## src/rtl/vic_pkg.sv

```systemverilog
package vic_pkg;

  localparam int NUM_SRC      = 22;
  localparam int NUM_PRIO     = 3;
  localparam int SLOTS        = 4;
  localparam int LVL_W        = 4;
  localparam int VEC_W        = 12;
  localparam int REG_W        = SLOTS * LVL_W;
  localparam int FLAT_W       = NUM_PRIO * REG_W;
  localparam int UNUSED_FIELD = 7;
  localparam int ADDR_W       = 3;
  localparam int DATA_W       = 32;

  localparam logic [ADDR_W-1:0] ADDR_MASK = 3'd3;
  localparam logic [ADDR_W-1:0] ADDR_SET  = 3'd4;
  localparam logic [ADDR_W-1:0] ADDR_CLR  = 3'd5;

  localparam logic [LVL_W-1:0] EXT_IDLE = 4'hF;
  localparam logic [VEC_W-1:0] EXT_BASE = 12'h200;

  typedef struct packed {
    logic [NUM_PRIO-1:0] prioWr;
    logic                maskSet;
    logic                maskClr;
    logic                rdEn;
    logic [ADDR_W-1:0]   rdSel;
  } vicStrobe_t;

  function automatic logic [VEC_W-1:0] srcVector(input int idx);
    case (idx)
      0:  return 12'h400;  1:  return 12'h420;  2:  return 12'h440;
      3:  return 12'h460;  4:  return 12'h480;  5:  return 12'h4A0;
      6:  return 12'h4C0;  7:  return 12'h4E0;  8:  return 12'h500;
      9:  return 12'h520;  10: return 12'h540;  11: return 12'h560;
      12: return 12'h580;  13: return 12'h5A0;  14: return 12'h600;
      15: return 12'h620;  16: return 12'h640;  17: return 12'h6C0;
      18: return 12'h700;  19: return 12'h720;  20: return 12'h740;
      default: return 12'h760;
    endcase
  endfunction

  // Field id = register * SLOTS + slot, slot 0 being the top nibble.
  function automatic int srcField(input int idx);
    case (idx)
      0: return 0;
      1: return 1;
      2, 3: return 2;
      4, 5, 6: return 3;
      7, 8, 9, 10: return 6;
      11: return 4;
      12, 13: return 5;
      14: return 11;
      15: return 8;
      16, 17: return 9;
      default: return 10;
    endcase
  endfunction

  function automatic int fieldLsb(input int f);
    return (f / SLOTS) * REG_W + (SLOTS - 1 - (f % SLOTS)) * LVL_W;
  endfunction

  function automatic logic [REG_W-1:0] regKeep(input int r);
    logic [REG_W-1:0] k;
    k = '1;
    for (int s = 0; s < SLOTS; s++)
      if (r * SLOTS + s == UNUSED_FIELD) k[(SLOTS-1-s)*LVL_W +: LVL_W] = '0;
    return k;
  endfunction

endpackage

```

## src/rtl/vic_ctrl.sv

```systemverilog
module vic_ctrl
  import vic_pkg::*;
(
  input  logic              busSel,
  input  logic              busWrite,
  input  logic [ADDR_W-1:0] busAddr,
  output vicStrobe_t        strobe
);

  logic wrAcc;
  assign wrAcc = busSel & busWrite;

  genvar r;
  generate
    for (r = 0; r < NUM_PRIO; r++) begin : g_prioDec
      assign strobe.prioWr[r] = wrAcc && (busAddr == ADDR_W'(r));
    end
  endgenerate

  assign strobe.maskSet = wrAcc && (busAddr == ADDR_SET);
  assign strobe.maskClr = wrAcc && (busAddr == ADDR_CLR);
  assign strobe.rdEn    = busSel & ~busWrite;
  assign strobe.rdSel   = busAddr;

endmodule

```

## src/rtl/vic_regs.sv

```systemverilog
module vic_regs
  import vic_pkg::*;
(
  input  logic               clk,
  input  logic               rstN,
  input  vicStrobe_t         strobe,
  input  logic [DATA_W-1:0]  wdata,
  output logic [FLAT_W-1:0]  prioFlat,
  output logic [NUM_SRC-1:0] maskQ,
  output logic [DATA_W-1:0]  rdata
);

  logic [REG_W-1:0] prioQ [NUM_PRIO];

  genvar r;
  generate
    for (r = 0; r < NUM_PRIO; r++) begin : g_prio
      localparam logic [REG_W-1:0] KEEP = regKeep(r);
      always_ff @(posedge clk or negedge rstN) begin
        if (!rstN)                 prioQ[r] <= '0;
        else if (strobe.prioWr[r]) prioQ[r] <= wdata[REG_W-1:0] & KEEP;
      end
      assign prioFlat[r*REG_W +: REG_W] = prioQ[r];
    end
  endgenerate

  always_ff @(posedge clk or negedge rstN) begin
    if (!rstN)               maskQ <= '0;
    else if (strobe.maskSet) maskQ <= maskQ | wdata[NUM_SRC-1:0];
    else if (strobe.maskClr) maskQ <= maskQ & ~wdata[NUM_SRC-1:0];
  end

  logic [DATA_W-1:0] rdNext;
  always_comb begin
    rdNext = '0;
    if (strobe.rdSel == ADDR_MASK) rdNext = DATA_W'(maskQ);
    else if (int'(strobe.rdSel) < NUM_PRIO)
      rdNext = DATA_W'(prioFlat[int'(strobe.rdSel)*REG_W +: REG_W]);
  end

  always_ff @(posedge clk or negedge rstN) begin
    if (!rstN)            rdata <= '0;
    else if (strobe.rdEn) rdata <= rdNext;
  end

  AST_MASK_SET: assert property (@(posedge clk) disable iff (!rstN)
    strobe.maskSet |=> ((maskQ & $past(wdata[NUM_SRC-1:0])) == $past(wdata[NUM_SRC-1:0])));
  AST_MASK_CLEAR: assert property (@(posedge clk) disable iff (!rstN)
    strobe.maskClr |=> ((maskQ & $past(wdata[NUM_SRC-1:0])) == '0));
  AST_UNUSED_SLOT: assert property (@(posedge clk) disable iff (!rstN)
    (strobe.rdEn && strobe.rdSel == 3'd1) |=> (rdata[3:0] == 4'h0));
  AST_PRIO_HOLD: assert property (@(posedge clk) disable iff (!rstN)
    (strobe.prioWr == '0) |=> $stable(prioFlat));

endmodule

```

## src/rtl/vic_arb.sv

```systemverilog
module vic_arb
  import vic_pkg::*;
(
  input  logic               clk,
  input  logic               rstN,
  input  logic [FLAT_W-1:0]  prioFlat,
  input  logic [NUM_SRC-1:0] maskQ,
  input  logic [NUM_SRC-1:0] srcPending,
  input  logic [LVL_W-1:0]   extLevel,
  input  logic [LVL_W-1:0]   cpuMask,
  output logic               irqReq,
  output logic [LVL_W-1:0]   irqLevel,
  output logic [VEC_W-1:0]   irqVector
);

  logic [LVL_W-1:0] srcLvl [NUM_SRC];
  logic [VEC_W-1:0] srcVec [NUM_SRC];

  genvar i;
  generate
    for (i = 0; i < NUM_SRC; i++) begin : g_src
      localparam int LSB = fieldLsb(srcField(i));
      assign srcLvl[i] = (srcPending[i] && !maskQ[i]) ? prioFlat[LSB +: LVL_W] : '0;
      assign srcVec[i] = srcVector(i);
    end
  endgenerate

  logic [LVL_W-1:0] bestLvl;
  logic [VEC_W-1:0] bestVec;

  always_comb begin
    if (extLevel != EXT_IDLE) begin
      bestLvl = EXT_IDLE - extLevel;
      bestVec = EXT_BASE + VEC_W'({extLevel, 5'b0});
    end else begin
      bestLvl = '0;
      bestVec = '0;
    end
    for (int k = 0; k < NUM_SRC; k++) begin
      if (srcLvl[k] > bestLvl) begin
        bestLvl = srcLvl[k];
        bestVec = srcVec[k];
      end
    end
  end

  always_ff @(posedge clk or negedge rstN) begin
    if (!rstN) begin
      irqReq    <= 1'b0;
      irqLevel  <= '0;
      irqVector <= '0;
    end else begin
      irqReq    <= bestLvl > cpuMask;
      irqLevel  <= bestLvl;
      irqVector <= bestVec;
    end
  end

  AST_REQ_ABOVE_MASK: assert property (@(posedge clk) disable iff (!rstN)
    irqReq |-> (irqLevel > $past(cpuMask)));
  AST_VEC_ALIGNED: assert property (@(posedge clk) disable iff (!rstN)
    (irqLevel != '0) |-> (irqVector[4:0] == 5'b0 && irqVector != '0));
  AST_IDLE_QUIET: assert property (@(posedge clk) disable iff (!rstN)
    (extLevel == EXT_IDLE && srcPending == '0) |=> (!irqReq && irqLevel == '0 && irqVector == '0));
  AST_EXT_TOP: assert property (@(posedge clk) disable iff (!rstN)
    (extLevel == 4'h0) |=> (irqLevel == 4'hF && irqVector == 12'h200));

endmodule

```

## src/rtl/vic_top.sv

```systemverilog
module vic_top
  import vic_pkg::*;
(
  input  logic               clk,
  input  logic               rstN,
  input  logic               busSel,
  input  logic               busWrite,
  input  logic [ADDR_W-1:0]  busAddr,
  input  logic [DATA_W-1:0]  busWdata,
  output logic [DATA_W-1:0]  busRdata,
  input  logic [NUM_SRC-1:0] srcPending,
  input  logic [LVL_W-1:0]   extLevel,
  input  logic [LVL_W-1:0]   cpuMask,
  output logic               irqReq,
  output logic [LVL_W-1:0]   irqLevel,
  output logic [VEC_W-1:0]   irqVector
);

  vicStrobe_t         strobe;
  logic [FLAT_W-1:0]  prioFlat;
  logic [NUM_SRC-1:0] maskQ;

  vic_ctrl u_ctrl (
    .busSel   (busSel),
    .busWrite (busWrite),
    .busAddr  (busAddr),
    .strobe   (strobe)
  );

  vic_regs u_regs (
    .clk      (clk),
    .rstN     (rstN),
    .strobe   (strobe),
    .wdata    (busWdata),
    .prioFlat (prioFlat),
    .maskQ    (maskQ),
    .rdata    (busRdata)
  );

  vic_arb u_arb (
    .clk        (clk),
    .rstN       (rstN),
    .prioFlat   (prioFlat),
    .maskQ      (maskQ),
    .srcPending (srcPending),
    .extLevel   (extLevel),
    .cpuMask    (cpuMask),
    .irqReq     (irqReq),
    .irqLevel   (irqLevel),
    .irqVector  (irqVector)
  );

endmodule

```

## config.mk

```make
export PLATFORM = sky130hd
export DESIGN_NAME = vic_top
export DESIGN_NICKNAME = d
export VERILOG_FILES = /design/src/rtl/vic_pkg.sv /design/src/rtl/vic_ctrl.sv /design/src/rtl/vic_regs.sv /design/src/rtl/vic_arb.sv /design/src/rtl/vic_top.sv
export SDC_FILE = /design/constraint.sdc
export NUM_CORES = 1
export LEC_CHECK = 0
export ABC_CLOCK_PERIOD_IN_PS = 89200
export CAP_MARGIN = 10
export CORE_AREA = 8 8 145 147
export CTS_CLUSTER_SIZE = 20
export DETAILED_ROUTE_END_ITERATION = 16
export DIE_AREA = 0 0 153 155
export GPL_ROUTABILITY_DRIVEN = 0
export PLACE_DENSITY = 0.87
export SYNTH_ARGS = -nofsm -noshare
export SYNTH_HDL_FRONTEND = slang
export SYNTH_SLANG_ARGS = --single-unit
export TNS_END_PERCENT = 10
```

## constraint.sdc

```tcl
create_clock -name clk -period 89.2 [get_ports clk]
set_input_delay 8.92 -clock clk [delete_from_list [all_inputs] [get_ports clk]]
set_output_delay 8.92 -clock clk [all_outputs]
set_load 0.02 [all_outputs]
```

Yosys cells after proc, flatten, opt, wreduce, memory -nomap -nowiden:

Index checks and enable logic that the tools add are counted.

* register bits: 115
* bits of input ports: 69
* output and inout port bits: 49
* word-level logic and storage cells: 170

* $add $sub $neg: 2
* magnitude comparators: 24
* equal/unequal tests: 6
* shift-type cells: 1
* muxes and demuxes: 72
* bitwise gates (word level): 6
* reductions and logical operators: 51

Operators with widths (number)
* 12-bit two-way mux: 23
* 4-bit two-way mux: 45
* 4-bit greater-than comparator: 23
* 22-bit two-way mux: 3
* 48-bit by 8-bit variable part select with 16-bit output: 1
* 1-bit logical AND: 27
* 22-bit bitwise AND: 1
* 1-bit zero test: 22
* 22-bit inverter: 1
* 22-bit OR: 1
* 16-bit two-way mux: 1
* 10-bit by 9-bit adder with 11-bit output (first input constant): 1
* 3-bit by 2-bit equality test with 1-bit output (second input constant): 2
* 3-bit equality test (second input constant): 2
* 4-bit != test (second input constant): 1
* 4-bit subtractor (first input constant): 1
* 3-bit by 1-bit equality test with 1-bit output (second input constant): 1
* 3-bit zero test: 1
* 3-bit by 2-bit less-than comparator with 1-bit output (second input constant): 1
* 1-bit bitwise AND: 2
* 2-bit nonzero test: 1
* 1-bit inverter: 1

Longest topological paths before layout:

* word-level depth: 48
* gate-level depth with buffers: 181

By module:

A second synthesis with hierarchy kept.

* cell total of the unflattened synthesis: 1230
* area total of the unflattened synthesis: 10388.7 µm²

By module, submodules not included
* vic_arb: instances 1, cells each 948, area an instance 6508.7 µm², seq. area each 275.3 µm²
* vic_regs: instances 1, cells each 270, area an instance 3804.9 µm², seq. area each 2202.1 µm²
* vic_ctrl: instances 1, cells each 12, area an instance 75.1 µm², seq. area each 0.0 µm²

Worst setup path after synthesis:

Ideal clock, no wire load.

* kind: input port to flip-flop
* start: input srcPending[0]
* end: register u_arb.irqReq
* library setup time: 0.138 ns
* arrival time: 40.781 ns
* required time: 89.062 ns
* path slack: 48.281 ns
* cell stages on the path: 157
* buffers on the path: 4
* cells stage by stage: nor2b_1 -> and2_1 -> ha_1 -> or3_1 -> o221a_1 -> buf_6 -> mux2_2 -> nand2_1 -> a21oi_1 -> maj3_1 -> a21oi_1 -> a41oi_1 -> mux2_2 -> ha_1 -> o211a_1 -> o211ai_1 -> o311a_1 -> a41oi_1 -> [121 not listed] -> a2111o_1 -> a2bb2oi_4 -> and2_1 -> buf_2 -> mux2_1 -> ha_1 -> o21ai_0 -> nand2b_1 -> a21oi_1 -> a41oi_1 -> clkbuf_1 -> mux2i_1 -> ha_1 -> nor2b_1 -> o21ai_0 -> nand2b_1 -> a21oi_1 -> a41oi_1

* longest elaborated chain between the ends: 47

RTL lines
* start: declaration: RTL line vic_top.sv:11 `input logic [NUM_SRC-1:0] srcPending,`
* 1-bit logical AND *: RTL line vic_arb.sv:23 `assign srcLvl[i] = (srcPending[i] && !maskQ[i]) ? prioFlat[LSB +: LVL_W] : '0;`
* 4-bit two-way mux *: RTL line vic_arb.sv:23
* 4-bit greater-than comparator: RTL line vic_arb.sv:40 `if (srcLvl[k] > bestLvl) begin`
* 4-bit two-way mux *: RTL line vic_arb.sv:40
* 4-bit greater-than comparator: RTL line vic_arb.sv:40
* 4-bit two-way mux *: RTL line vic_arb.sv:40
* 4-bit greater-than comparator: RTL line vic_arb.sv:40
* 4-bit two-way mux *: RTL line vic_arb.sv:40
* [32 not listed]
* 4-bit greater-than comparator: RTL line vic_arb.sv:40
* 4-bit two-way mux *: RTL line vic_arb.sv:40
* 4-bit greater-than comparator: RTL line vic_arb.sv:40
* 4-bit two-way mux *: RTL line vic_arb.sv:40
* 4-bit greater-than comparator: RTL line vic_arb.sv:40
* 4-bit two-way mux *: RTL line vic_arb.sv:40
* net u_arb.bestLvl[1]: RTL line vic_arb.sv:28 `logic [LVL_W-1:0] bestLvl;`
* 4-bit greater-than comparator *: RTL line vic_arb.sv:53 `irqReq <= bestLvl > cpuMask;`
* end signal: assignment: RTL line vic_arb.sv:53
* end: declaration: RTL line vic_arb.sv:11 `output logic irqReq,`

The timed path passes the listed nets; every way through them passes the cells marked *.
A chain may end at the register's enable or synchronous reset.

Final worst setup path:

Ends and elaborated chain as after synthesis.

==> out/results.tsv <==
stage	metric	value	unit
status	status	finished clean	
floorplan	start_util	53.1	%
drt	drt_iter0_drc	856	
synth	syn_area	0.0101	mm^2
worst_setup_path	worstPathMaxFanout	17	
clock_network	tritoncts	yes	
synth	yosysSeqAreaShare	24.6	%
finish	nets	1454	
drt	via_per_inst	6.59	
finish	area_growth	13.9	%
worst_setup_path	worstPathRequired	89.42	ns
grt	grtUsageTotal	24.6	%
finish	insertedDiodeCount	0	
clock_network	clk_latency	0.35	ns
clock_network	cts.sinks	99	
synth	syn_inst	1264	
timing	slew_viol_final	0	
worst_setup_path	worstSetupStartpointType	input pin	
placement	io_buffers	91	
synth	synth-async-reset-ratio	100	%
worst_setup_path	end_kind	register	
clock_network	path_clk_slew	0.07	ns
placement	dpl_cell_area	0.0111	mm^2
timing	hold_slack	0.479	ns
timing	finalCriticalPeriod	47.04	ns
worst_setup_path	critPathBufInv	4	
synth	ys_warn_count	0	
timing	timing.slew.headroom	21.8	%
drt	post-route-drc-count	0	
finish	fin_util	60.4	%
worst_setup_path	worst_path_most_repeated_cell	ha_1	
drt	ant_nets	0	
clock_network	htreeDepth	3	
floorplan	dieWidth	153	um
worst_hold_path	hold_start	u_regs.rdata[7]$_DFFE_PN0P_	
clock_network	cts_resized	0	
timing	setup_viol	0	
synth	synth_ff_type	dfrtp_1	
synth	syn_avg_cell_area	7.96	um^2
clock_network	clk_path_buf_depth	2	
worst_setup_path	crit_family	compound AO/OA/AOI/OAI gates	
timing	finalSetupTns	0	ns
grt	grt_pass1_vias	9702	
timing	fin_crit_sh	52.7	%
placement	hpwl	22400	um
timing	clock-skew-final	0.00658	ns
finish	layout-drive-gt1-share	10.6	%
finish	final_area	0.0115	mm^2
floorplan	dieHeight	155	um
flow_run	cap_violations	0	
grt	antenna_found_initial	0	
worst_setup_path	worstSetupPathType	in2reg	
synth	ys_seq_elements	99	
worst_setup_path	max_stage_delay	0.59	ns
grt	grt_pass1_wl	48500	um
grt	grt_max_degree	70	
floorplan	core	0.0190	mm^2
grt	grt_overflow	0	
worst_setup_path	critPathLaunch	srcPending[0]	
timing	tightest_slew	1.17	ns
synth	synth_edf_count	0	
drt	first_pass_iters	7	
floorplan	rows	51	
finish	fillers	1569	
timing	rsz0062_at_grt	no	
worst_setup_path	slowest_stage	a41oi_2	
drt	post_drt_wl_per_cell	19.0	um
worst_hold_path	holdCritPathClass	reg2reg	
timing	hold_viol	0	
clock_network	post_cts_buffers	0	
synth	synth_cell_types	100	
clock_network	cts_root_buf	clkbuf_16	
worst_setup_path	critPathArrivalTime	47.27	ns
timing	max_freq	0.0213	GHz
floorplan	dieArea	0.0237	mm^2
floorplan	io_pins	118	
drt	vias	10400	
clock_network	cts_hold_buf	0	
clock_network	cts_made_buffers	9	
drt	wl	30000	um
cells in the final DEF, fill, tap and decap left out, types with 16 or more instances in the layout:
cell type        count
clkdlybuf4s50_1     90
a31oi_1             40
nand3_1             32
a21oi_1            108
nor2_1             104
dfrtp_1             99
mux2_2              57
nor2b_1             27
inv_1               36
nor3_1              20
o21ai_0             86
mux2i_1             25
and2_1              54
conb_1              16
ha_1                52
nand2_1            176
metal layers:
metal	part of all wire, %	track usage [%]	up-vias
li1	-	-	4837
met1	41	30.4	4928
met2	47	41.3	519
met3	8.3	4.94	101
met4	4.0	10.4	0
met5	0	0	-
worst reg2reg max path, delay by kind of cell (launching register included):
| family | cells | cell delay [ns] |
|---|---|---|
| fa+ha+maj | 25 | 8.24 |
| simple gates | 34 | 6.10 |
| compound gates | 79 | 18.82 |
| flops | 1 | 0.39 |
| buf+inv | 3 | 0.35 |
| mux | 12 | 4.19 |
metrics by stage:
step,setup slack [ns],instances
6_report,42.16,1576
5_1_grt,39.39,1576
4_1_cts,42.76,1576
3_5_place_dp,42.88,1560
3_3_place_gp,43.89,1560
2_1_floorplan,48.28,1279
path summary, 6_finish.rpt:
| kind | end | slack [ns] | cells after the start |
|---|---|---|---|
| max | u_arb.irqReq$_DFF_PN0_ | 42.16 | 154 |
| min | u_regs.rdata[7]$_DFFE_PN0P_ | 0.48 | 2 |
| max reg2reg | u_arb.irqReq$_DFF_PN0_ | 50.90 | 153 |
| min reg2reg | u_regs.rdata[7]$_DFFE_PN0P_ | 0.48 | 2 |
| max in group asynchronous | u_arb.irqVector[5]$_DFF_PN0_ | 79.43 | 2 |
| min in group asynchronous | u_regs.rdata[2]$_DFFE_PN0P_ | 8.50 | 1 |
kinds of logic after synthesis:
logic type / after synthesis / synth area share [%]
flip-flops: 99 / 24.6
multiplexers: 92 / 10.2
other: 1 / 0.0373
XOR/XNOR: 16 / 1.39
buffers and inverters: 93 / 4.17
AND/OR/NAND/NOR: 492 / 23.6
adder cells (fa/ha/maj): 59 / 7.19
AO/OA/AOI/OAI: 412 / 28.8
synthesized netlist by cell type (7+ instances only):
library cell | count | area [um^2]
inv_1 | 36 | 135
nand2_1 | 176 | 661
a211o_1 | 9 | 78.8
a21oi_1 | 108 | 541
nand2b_1 | 13 | 81.3
ha_1 | 52 | 651
o21ai_0 | 86 | 430
and3_1 | 12 | 75.1
o21a_1 | 13 | 97.6
mux2_2 | 57 | 642
mux2i_1 | 25 | 250
a22oi_1 | 7 | 52.6
o21ai_1 | 10 | 50.1
nand4_1 | 8 | 50.1
a41oi_1 | 7 | 61.3
dfrtp_1 | 99 | 2480
o211ai_1 | 11 | 82.6
or3_1 | 7 | 43.8
and2_1 | 54 | 338
nor2b_1 | 27 | 169
a21o_1 | 8 | 60.1
nor4_1 | 7 | 43.8
xnor2_1 | 14 | 123
a31oi_1 | 40 | 250
nor2_1 | 104 | 390
nand3_1 | 32 | 160
nor3_1 | 20 | 100
buf_4 | 16 | 120
clkbuf_1 | 34 | 128
cell type report:
class                      count  area, um^2  area share [%]
clock inverter                 7        98.8           0.863
clock buffer                   9         225            1.97
timing repair buffer         100         976            8.52
multi-input combinational   1087        7250            63.2
sequential                    99        2480            21.6
tap                          238         298            2.60
inverter                      36         135            1.18
Power is left out: the tool's default activity adds up to more than one toggle a clock period on the data nets, which glitch-free logic cannot reach.
